--- config.mk ---
export PLATFORM = sky130hd
export DESIGN_NAME = lcdFrameSeq
export DESIGN_NICKNAME = d
export VERILOG_FILES = /design/src/rtl/lcdSeqPkg.sv /design/src/rtl/frameCtrl.sv /design/src/rtl/driveDatapath.sv /design/src/rtl/lcdFrameSeq.sv
export SDC_FILE = /design/constraint.sdc
export NUM_CORES = 1
export LEC_CHECK = 0
export BUFFER_PORTS_ARGS = -buffer_cell sky130_fd_sc_hd__buf_2
export CAP_MARGIN = 25
export CORE_ASPECT_RATIO = 0.75
export CORE_MARGIN = 5
export CORE_UTILIZATION = 45
export DETAILED_ROUTE_END_ITERATION = 12
export PLACE_DENSITY_LB_ADDON = 0.3
export SLEW_MARGIN = 30
export SYNTH_ARGS = -nofsm -noshare
export SYNTH_HDL_FRONTEND = slang
export SYNTH_SLANG_ARGS = --single-unit
--- constraint.sdc ---
create_clock -name clk -period 1.82 [get_ports clk]
set_input_delay 0.364 -clock clk [delete_from_list [all_inputs] [get_ports clk]]
set_output_delay 0.364 -clock clk [all_outputs]
set_load 0.01 [all_outputs]
--- src/rtl/lcdSeqPkg.sv ---
package lcdSeqPkg;

  localparam int CODE_W = 3;

  typedef enum logic [CODE_W-1:0] {
    LVL_GND  = 3'd0,
    LVL_LOW  = 3'd1,
    LVL_MID  = 3'd2,
    LVL_HIGH = 3'd3,
    LVL_TOP  = 3'd4
  } levelT;

  // strobes from the row controller to the drive datapath
  typedef struct packed {
    logic loadLatch;  // capture the addressed word this cycle
    logic phase;      // fr level, one stage delayed
    logic blank;      // strobe level, one stage delayed
  } ctrlStrobesT;

  // level table: ratio, role of the output, active flag, fr phase
  function automatic levelT pickLevel(int ratio, logic isRow, logic active, logic phase);
    levelT lvl;
    if (isRow) begin
      if (active) lvl = phase ? LVL_TOP : LVL_GND;
      else begin
        case (ratio)
          2:       lvl = LVL_MID;
          4:       lvl = phase ? LVL_MID : LVL_HIGH;
          default: lvl = phase ? LVL_LOW : LVL_HIGH;
        endcase
      end
    end else begin
      if (active) lvl = phase ? LVL_GND : LVL_TOP;
      else begin
        case (ratio)
          4:       lvl = phase ? LVL_HIGH : LVL_MID;
          default: lvl = LVL_MID;
        endcase
      end
    end
    return lvl;
  endfunction

endpackage

--- src/rtl/frameCtrl.sv ---
module frameCtrl
  import lcdSeqPkg::*;
#(
  parameter int MUX   = 8,
  parameter int ROW_W = 3
) (
  input  logic              clk,
  input  logic              rstN,
  input  logic              fr,
  input  logic              strobe,
  output logic [ROW_W-1:0]  rowIdx,
  output ctrlStrobesT       strobes
);

  localparam logic [ROW_W-1:0] LAST_ROW = ROW_W'(MUX - 1);

  logic frQ;
  logic strbQ;
  logic loadPend;
  logic syncPend;
  logic frFall;
  logic syncNow;

  assign frFall  = frQ & ~fr;
  assign syncNow = syncPend | strobe;

  always_ff @(posedge clk) begin
    if (!rstN) begin
      frQ      <= 1'b0;
      strbQ    <= 1'b0;
      loadPend <= 1'b0;
      syncPend <= 1'b0;
      rowIdx   <= '0;
    end else begin
      frQ      <= fr;
      strbQ    <= strobe;
      loadPend <= frFall;
      if (frFall) begin
        syncPend <= 1'b0;
        if (syncNow || rowIdx == LAST_ROW) rowIdx <= '0;
        else                               rowIdx <= rowIdx + 1'b1;
      end else if (strobe) begin
        syncPend <= 1'b1;
      end
    end
  end

  assign strobes.loadLatch = loadPend;
  assign strobes.phase     = frQ;
  assign strobes.blank     = strbQ;

  assert_row_range_R3: assert property (@(posedge clk) disable iff (!rstN)
    rowIdx <= LAST_ROW);

  assert_row_step_R3: assert property (@(posedge clk) disable iff (!rstN)
    (frFall && !syncNow && rowIdx != LAST_ROW) |=> rowIdx == $past(rowIdx) + 1'b1);

  assert_row_wrap_R3: assert property (@(posedge clk) disable iff (!rstN)
    (frFall && rowIdx == LAST_ROW) |=> rowIdx == '0);

  assert_row_hold_R3: assert property (@(posedge clk) disable iff (!rstN)
    !frFall |=> $stable(rowIdx));

  assert_resync_R9: assert property (@(posedge clk) disable iff (!rstN)
    (frFall && syncNow) |=> rowIdx == '0);

  assert_load_pulse_R10: assert property (@(posedge clk) disable iff (!rstN)
    loadPend |=> !loadPend);

endmodule

--- src/rtl/driveDatapath.sv ---
module driveDatapath
  import lcdSeqPkg::*;
#(
  parameter int NUM_OUT = 40,
  parameter int MUX     = 8,
  parameter int ROW_W   = 3
) (
  input  logic                      clk,
  input  logic                      rstN,
  input  ctrlStrobesT               strobes,
  input  logic [ROW_W-1:0]          rowCur,
  input  logic [NUM_OUT-1:0]        rowWord,
  input  logic                      colOnly,
  output logic [NUM_OUT*CODE_W-1:0] driveCodes
);

  localparam logic [NUM_OUT*CODE_W-1:0] ALL_TOP = {NUM_OUT{LVL_TOP}};

  logic [NUM_OUT-1:0] dispLatch;
  logic [ROW_W-1:0]   rowSel;
  logic               phaseQ;
  logic               blankQ;

  always_ff @(posedge clk) begin
    if (!rstN) begin
      dispLatch <= '0;
      rowSel    <= '0;
      phaseQ    <= 1'b0;
      blankQ    <= 1'b1;
    end else begin
      phaseQ <= strobes.phase;
      blankQ <= strobes.blank;
      if (strobes.loadLatch) begin
        dispLatch <= rowWord;
        rowSel    <= rowCur;
      end
    end
  end

  for (genvar g = 0; g < NUM_OUT; g++) begin : gOut
    logic  rowHere;
    logic  activeHere;
    levelT code;

    if (g < MUX) begin : gRowCapable
      assign rowHere    = ~colOnly;
      assign activeHere = rowHere ? (rowSel == ROW_W'(g)) : dispLatch[g];
    end else begin : gColumn
      assign rowHere    = 1'b0;
      assign activeHere = dispLatch[g];
    end

    always_ff @(posedge clk) begin
      if (!rstN)       code <= LVL_TOP;
      else if (blankQ) code <= LVL_TOP;
      else             code <= pickLevel(MUX, rowHere, activeHere, phaseQ);
    end

    assign driveCodes[g*CODE_W +: CODE_W] = code;

    assert_code_range_R2: assert property (@(posedge clk) disable iff (!rstN)
      driveCodes[g*CODE_W +: CODE_W] <= 3'd4);
  end

  assert_blank_R8: assert property (@(posedge clk) disable iff (!rstN)
    blankQ |=> driveCodes == ALL_TOP);

  assert_latch_hold_R10: assert property (@(posedge clk) disable iff (!rstN)
    !strobes.loadLatch |=> $stable(dispLatch));

  assert_row_sel_hold_R10: assert property (@(posedge clk) disable iff (!rstN)
    !strobes.loadLatch |=> $stable(rowSel));

endmodule

--- src/rtl/lcdFrameSeq.sv ---
module lcdFrameSeq
  import lcdSeqPkg::*;
#(
  parameter  int NUM_OUT = 40,
  parameter  int MUX     = 8,
  localparam int ROW_W   = (MUX > 1) ? $clog2(MUX) : 1
) (
  input  logic                      clk,
  input  logic                      rstN,
  input  logic                      fr,
  input  logic                      strobe,
  input  logic                      colOnly,
  input  logic [NUM_OUT-1:0]        rowWord,
  output logic [ROW_W-1:0]          rowAddr,
  output logic [NUM_OUT*CODE_W-1:0] driveCodes
);

  ctrlStrobesT strobes;

  frameCtrl #(.MUX(MUX), .ROW_W(ROW_W)) uCtrl (
    .clk     (clk),
    .rstN    (rstN),
    .fr      (fr),
    .strobe  (strobe),
    .rowIdx  (rowAddr),
    .strobes (strobes)
  );

  driveDatapath #(.NUM_OUT(NUM_OUT), .MUX(MUX), .ROW_W(ROW_W)) uPath (
    .clk        (clk),
    .rstN       (rstN),
    .strobes    (strobes),
    .rowCur     (rowAddr),
    .rowWord    (rowWord),
    .colOnly    (colOnly),
    .driveCodes (driveCodes)
  );

endmodule

# == After elaboration in Yosys (flattened, before gate mapping) ==
# Index checks and enable logic that the tools add are counted.
# totals
register_bits,172
out_inout_bits,123
# classes
n_addsub,1
n_eq_ne,8
mux,68
bitwise,36
reduce_logical,36
# op_table
op,n
$mux W3,59
$reduce_or A3 Y1,32
$not A1 Y1,34
$eq A3 B3 Y1 const B,5
$mux W1,8
$eq A3 B2 Y1 const B,2
$reduce_or A2 Y1,2
$add A3 B1 Y3 const B,1
$eq A3 B1 Y1 const B,1
$logic_not A3 Y1,1
$mux W2,1
$and A1 B1 Y1,1
$logic_or A1 B1 Y1,1
$or A1 B1 Y1,1

# == Depth between registers and ports, before layout ==
# depth
depth_word,4
ltp_mapped,4
ltp_nobuf,4

# == Hierarchy ==
# Synthesis repeated with hierarchy kept, for this count alone.
# unflattened
hier_cells,438
area_unflattened_um2,4725.8
# modules_own_cells
mod,n_inst,cells_each,area_per_inst_um2,seq_area_each_um2
driveDatapath,1,414,4426.7,2662.6
frameCtrl,1,24,299.0,140.1

# == Worst setup path after synthesis ==
# OpenSTA, ideal clock, no wires.
# synth_timing
path_type,register to register
from,reg uCtrl.rowIdx[0]
to,reg uCtrl.rowIdx[1]
arrival_time_ns,1.201
t_required_ns,1.759
path_slack_ns,0.558
path_stages_with_launch,5
n_path_buf,0
synth_period_minus_slack_ns,1.262
cell_sequence,dfxtp_1 > ha_1 > ha_1 > nor4bb_1 > a32o_1
# synth_via
elab_chain_cells,3
elab_cells_between_ends,4
cone_classes,add/sub (1); eq/ne (1); mux (1); reduce/logical (1)
# synth_rtl
element,line_no,rtl
from (decl),frameCtrl.sv:11,"output logic [ROW_W-1:0] rowIdx,"
from (signal assigned),frameCtrl.sv:41,else rowIdx <= rowIdx + 1'b1;
branches (longest 2 deep; another with $add A3 B1 Y3),-,
$mux W3 (*),frameCtrl.sv:40,if (syncNow || rowIdx == LAST_ROW) rowIdx <= '0;
# Mark *: on every way between the ends.
# A chain may end at the register's enable or synchronous reset.

# == Worst setup path after layout ==
# layout_timing
from,reg uCtrl.rowIdx[0]
to,reg uCtrl.rowIdx[2]
# The elaborated chain is that of the path after synthesis.

==> run summary <==
Measured along the y axis, the die boundary spans 98.7 µm. Dividing total power by cell area gives a power density of 1200 nW/µm². On the final layout, the worst clock skew is 7.48 ps.

Number of flops mapped to enable cells by yosys: 0. Based on the critical path, the design can be clocked at up to 718 MHz. TritonCTS built the clock tree.

Routability-driven placement finished with a final weighted congestion of 0.784. The run gives 0 as the final count of hold timing violations. Post-CTS timing repair inserted 0 buffers for setup.

The clock passes through at most 2 buffers. Buffers placed on the I/O ports in this run total 135. After global routing the overflow that remains totals 0. The final period demand of the worst path was 1390 ps.

The placement row count is 32. The worst IR drop on VDD came out at 0.684 mV. The setup TNS after final layout was 0 ps; the standard cell core area was 10,200 µm². For the setup slack of the worst register-to-register path, the log shows 430 ps. The path with the worst hold slack has its endpoint at uCtrl.loadPend. The highest cell delay on the worst timing path works out to 390 ps. The clock transition at the register clock pins on the worst setup and hold paths after CTS works out to 60 ps. The critical register-to-register path startpoint is uCtrl.rowIdx[0]. The worst setup path is launched from a flop. Entering global routing, the biggest net connects 33 pins.

The tightest min-delay check is of the input pin to flop type. The simple-gate share of the synthesized area came out at 12.3%. The tree is rooted in a sky130_fd_sc_hd__clkbuf_16.

For the unique cell type count in the Yosys netlist, the log shows 28. The final net count was 620; the multiplexer fraction of the synthesized cell area was 9.12%. Global routing used 16.6% of the available tracks across all layers. The proportion of layout cells with a drive suffix above 1 came out at 31.6%. The worst-margin pin slew is 671 ps, and the TritonCTS buffer count is 17. The initial antenna violation count is 0. For this run, design rule violations remaining after detail routing come to 0. In the post-synthesis netlist, the biggest area contributors are sky130_fd_sc_hd__dfxtp_1 59%, sky130_fd_sc_hd__mux2i_1 9.1%, sky130_fd_sc_hd__nor2b_1 6.0%, sky130_fd_sc_hd__buf_4 5.3%, sky130_fd_sc_hd__nor2_1 3.6%.

Setup violations remaining at the end of the flow were counted as 0. In this run the most critical hold path is launched from fr. The detailed-route wire length per cell works out to 14.5 µm. The adder-cell share of the synthesized area is 0.530%, and the violation count after the first detailed-route iteration is 170.

In this run the number of H-tree levels came out at 4. The category of the worst setup path capture point is a flop. Counting every sink on the clock net gives 140. The number of warnings issued by yosys was 0; the final worst slack was 427 ps.

Counting stages on the worst path, the most repeated cell is sky130_fd_sc_hd__ha_1. The worst setup path is of the flop to flop kind. The die covers 12,700 µm². The first-pass detailed-route iteration total was 4; the required time of the worst setup path was 2160 ps.

The growth of design area from synthesis to finish works out to 27.1%. The proportion of netlist area held by the largest area contributor works out to 59.4%. The final route contains 3,255 vias.

Along the worst hold path, the cell count comes to 2. The reg-to-reg critical path endpoint was uCtrl.rowIdx[2]. Largest area contributor in the synthesized netlist: sky130_fd_sc_hd__dfxtp_1.

The number of cells on the worst reg-to-reg path is 4. The maximum fanout count along the critical path is 5. Detailed placement ended at an HPWL of 7.14 mm. The critical-path cell with the highest stage delay was sky130_fd_sc_hd__nor4bb_1. Summing the areas of all compound-gate instances in the mapped netlist gives 8.49% of the synthesized area.

The post-synthesis instance area came out at 4720 µm². Most frequent cell after synthesis: sky130_fd_sc_hd__dfxtp_1. The number of top-level pins is 168. Initial core utilization: 46.0%. Setup repair after global routing left no endpoint under its margin. The count of mapped cells out of synthesis is 438, and the count of final max-slew check failures is 0.

Using the TritonRoute via totals, the vias-per-cell ratio works out to 4.51. The tools report the clock latency reported for the late side of the worst-skew pair as 400 ps. The logs give 0 for the antenna diode count and 2.59 nW for the cell leakage power. Summing internal, switching and leakage power gives 7.20 mW. The post-cts repair resize count is 0. The max capacitance violation total was 0; the xor-xnor portion of the synthesized cell area was 0%. The count of hold buffers inserted by post-cts repair was 0; the global-route wire length before repair was 16.5 mm. In the synthesized netlist the async set-or-reset flop fraction comes to 0%. The run gives 1740 ps as the arrival time reported for the critical path endpoint. The sequential share of the synthesized area is 59.4%. The critical path goes through ha_1 -> ha_1 -> nor4bb_1 -> a32o_1. The worst slew margin relative to its limit came out at 55.2%. After synthesis the netlist holds a flip-flop and latch count of 140. The run gives 0 as the remaining antenna violation count. Timing analysis after detailed placement gives a worst setup slack of 375 ps. A synthesized cell averages 10.8 µm². After synthesis, the largest family of logic cells by area is simple AND/OR/NAND/NOR gates. The x dimension of the die is 128 µm.

The flow ran to the end, and the final reports show no timing, DRC or antenna violations. The predominant post-synthesis flop cell is sky130_fd_sc_hd__dfxtp_1. After synthesis, the most frequently instantiated cells are 140 x sky130_fd_sc_hd__dfxtp_1, 45 x sky130_fd_sc_hd__nor2_1, 45 x sky130_fd_sc_hd__nor2b_1, 43 x sky130_fd_sc_hd__mux2i_1, 33 x sky130_fd_sc_hd__buf_4. Number of global-route vias before repair: 3,239.

In the finished design, the share of the clock period the worst path needs comes to 76.6%. The final layout contains routed wiring with a total length of 10.4 mm.
==> where the power goes <==
part | switching, mW | internal [mW] | leakage, nW
clock | 1.29 | 2.20 | 0.286
combinational | 0.267 | 0.189 | 1.15
sequential | 0.0494 | 3.20 | 1.15
==> cell usage in the layout, fill, tap and decap left out, types with 3 or more instances in the layout <==
cell | netlist | routed
sky130_fd_sc_hd__clkinvlp_4 | 0 | 4
sky130_fd_sc_hd__nor2b_1 | 45 | 45
sky130_fd_sc_hd__bufinv_16 | 0 | 3
sky130_fd_sc_hd__o21ai_0 | 32 | 32
sky130_fd_sc_hd__nor2_1 | 45 | 45
sky130_fd_sc_hd__nand2_1 | 4 | 4
sky130_fd_sc_hd__nor3b_1 | 3 | 3
sky130_fd_sc_hd__buf_2 | 10 | 135
sky130_fd_sc_hd__dfxtp_1 | 140 | 139
sky130_fd_sc_hd__buf_4 | 33 | 8
sky130_fd_sc_hd__mux2i_1 | 43 | 43
sky130_fd_sc_hd__and2_1 | 3 | 3
sky130_fd_sc_hd__inv_1 | 32 | 32
sky130_fd_sc_hd__inv_6 | 0 | 3
sky130_fd_sc_hd__o32ai_2 | 8 | 8
sky130_fd_sc_hd__conb_1 | 1 | 32
sky130_fd_sc_hd__clkbuf_16 | 0 | 17
sky130_fd_sc_hd__a221o_1 | 8 | 8
sky130_fd_sc_hd__a32o_1 | 3 | 3
==> how the worst max path moves through the flow <==
stage                         start  slack, ps  cells past startpoint                     to
global route        uCtrl.rowIdx[0]        360                      4        uCtrl.rowIdx[2]
finish              uCtrl.rowIdx[0]        430                      4        uCtrl.rowIdx[2]
detailed placement             rstN        380                      4  uPath.gOut[1].code[1]
CTS                 uCtrl.rowIdx[0]        410                      4        uCtrl.rowIdx[2]
floorplan           uCtrl.rowIdx[0]        560                      4        uCtrl.rowIdx[1]
global placement               rstN        440                      4  uPath.gOut[1].code[1]
==> per-layer routing <==
metal / up-vias / global-route usage (%) / part of all wire [%]
li1: 1634 / - / -
met1: 1498 / 22.2 / 46
met2: 110 / 25.1 / 45
met3: 13 / 5.85 / 8.1
met4: 0 / 5.55 / 1.2
met5: - / 0 / 0
==> per-stage QoR <==
| step | hold WS (ps) | std cells | cell area (µm²) | util (%) |
|---|---|---|---|---|
| after global placement | 400 | 690 | 5390 | 52.6 |
| after floorplan | 386 | 469 | 4830 | - |
| after CTS | 151 | 722 | 6000 | 58.5 |
| final | 162 | 722 | 6000 | 58.5 |
| after global routing | 167 | 722 | 6000 | 58.5 |
| after detailed placement | 396 | 690 | 5390 | 52.6 |
==> cell families (layout without fill, tap and decap cells) <==
logic type	after synthesis	count (layout)
and+or+nand+nor	110	110
adders and majority gates	2	2
DFF	140	140
muxes	43	43
other	1	32
buffers and inverters	91	208
AOI/OAI and AO/OA	51	51
==> sequential cells by signal, summed over array words and instances (netlist names), 3 cells and up <==
register / flops
uCtrl.rowIdx: 3
uPath.dispLatch: 40
uPath.gOut.code: 88
uPath.rowSel: 3
==> cell type report <==
class	count	area, µm²
fillers	891	4250
clock buffers	19	443
well taps	136	170
clock inverters	13	165
repair buffers	143	736
flip-flops and latches	140	2800
inverters	33	124
multi-input cells	238	1550
==> critical path: cells and delay by family (launching register included) <==
family                   cells  cell delay (ps)
flip-flops                   1              350
AO/OA/AOI/OAI                1              180
adder cells (fa/ha/maj)      2              420
AND/OR/NAND/NOR              1              390
Power figures use the tool's default switching activity.
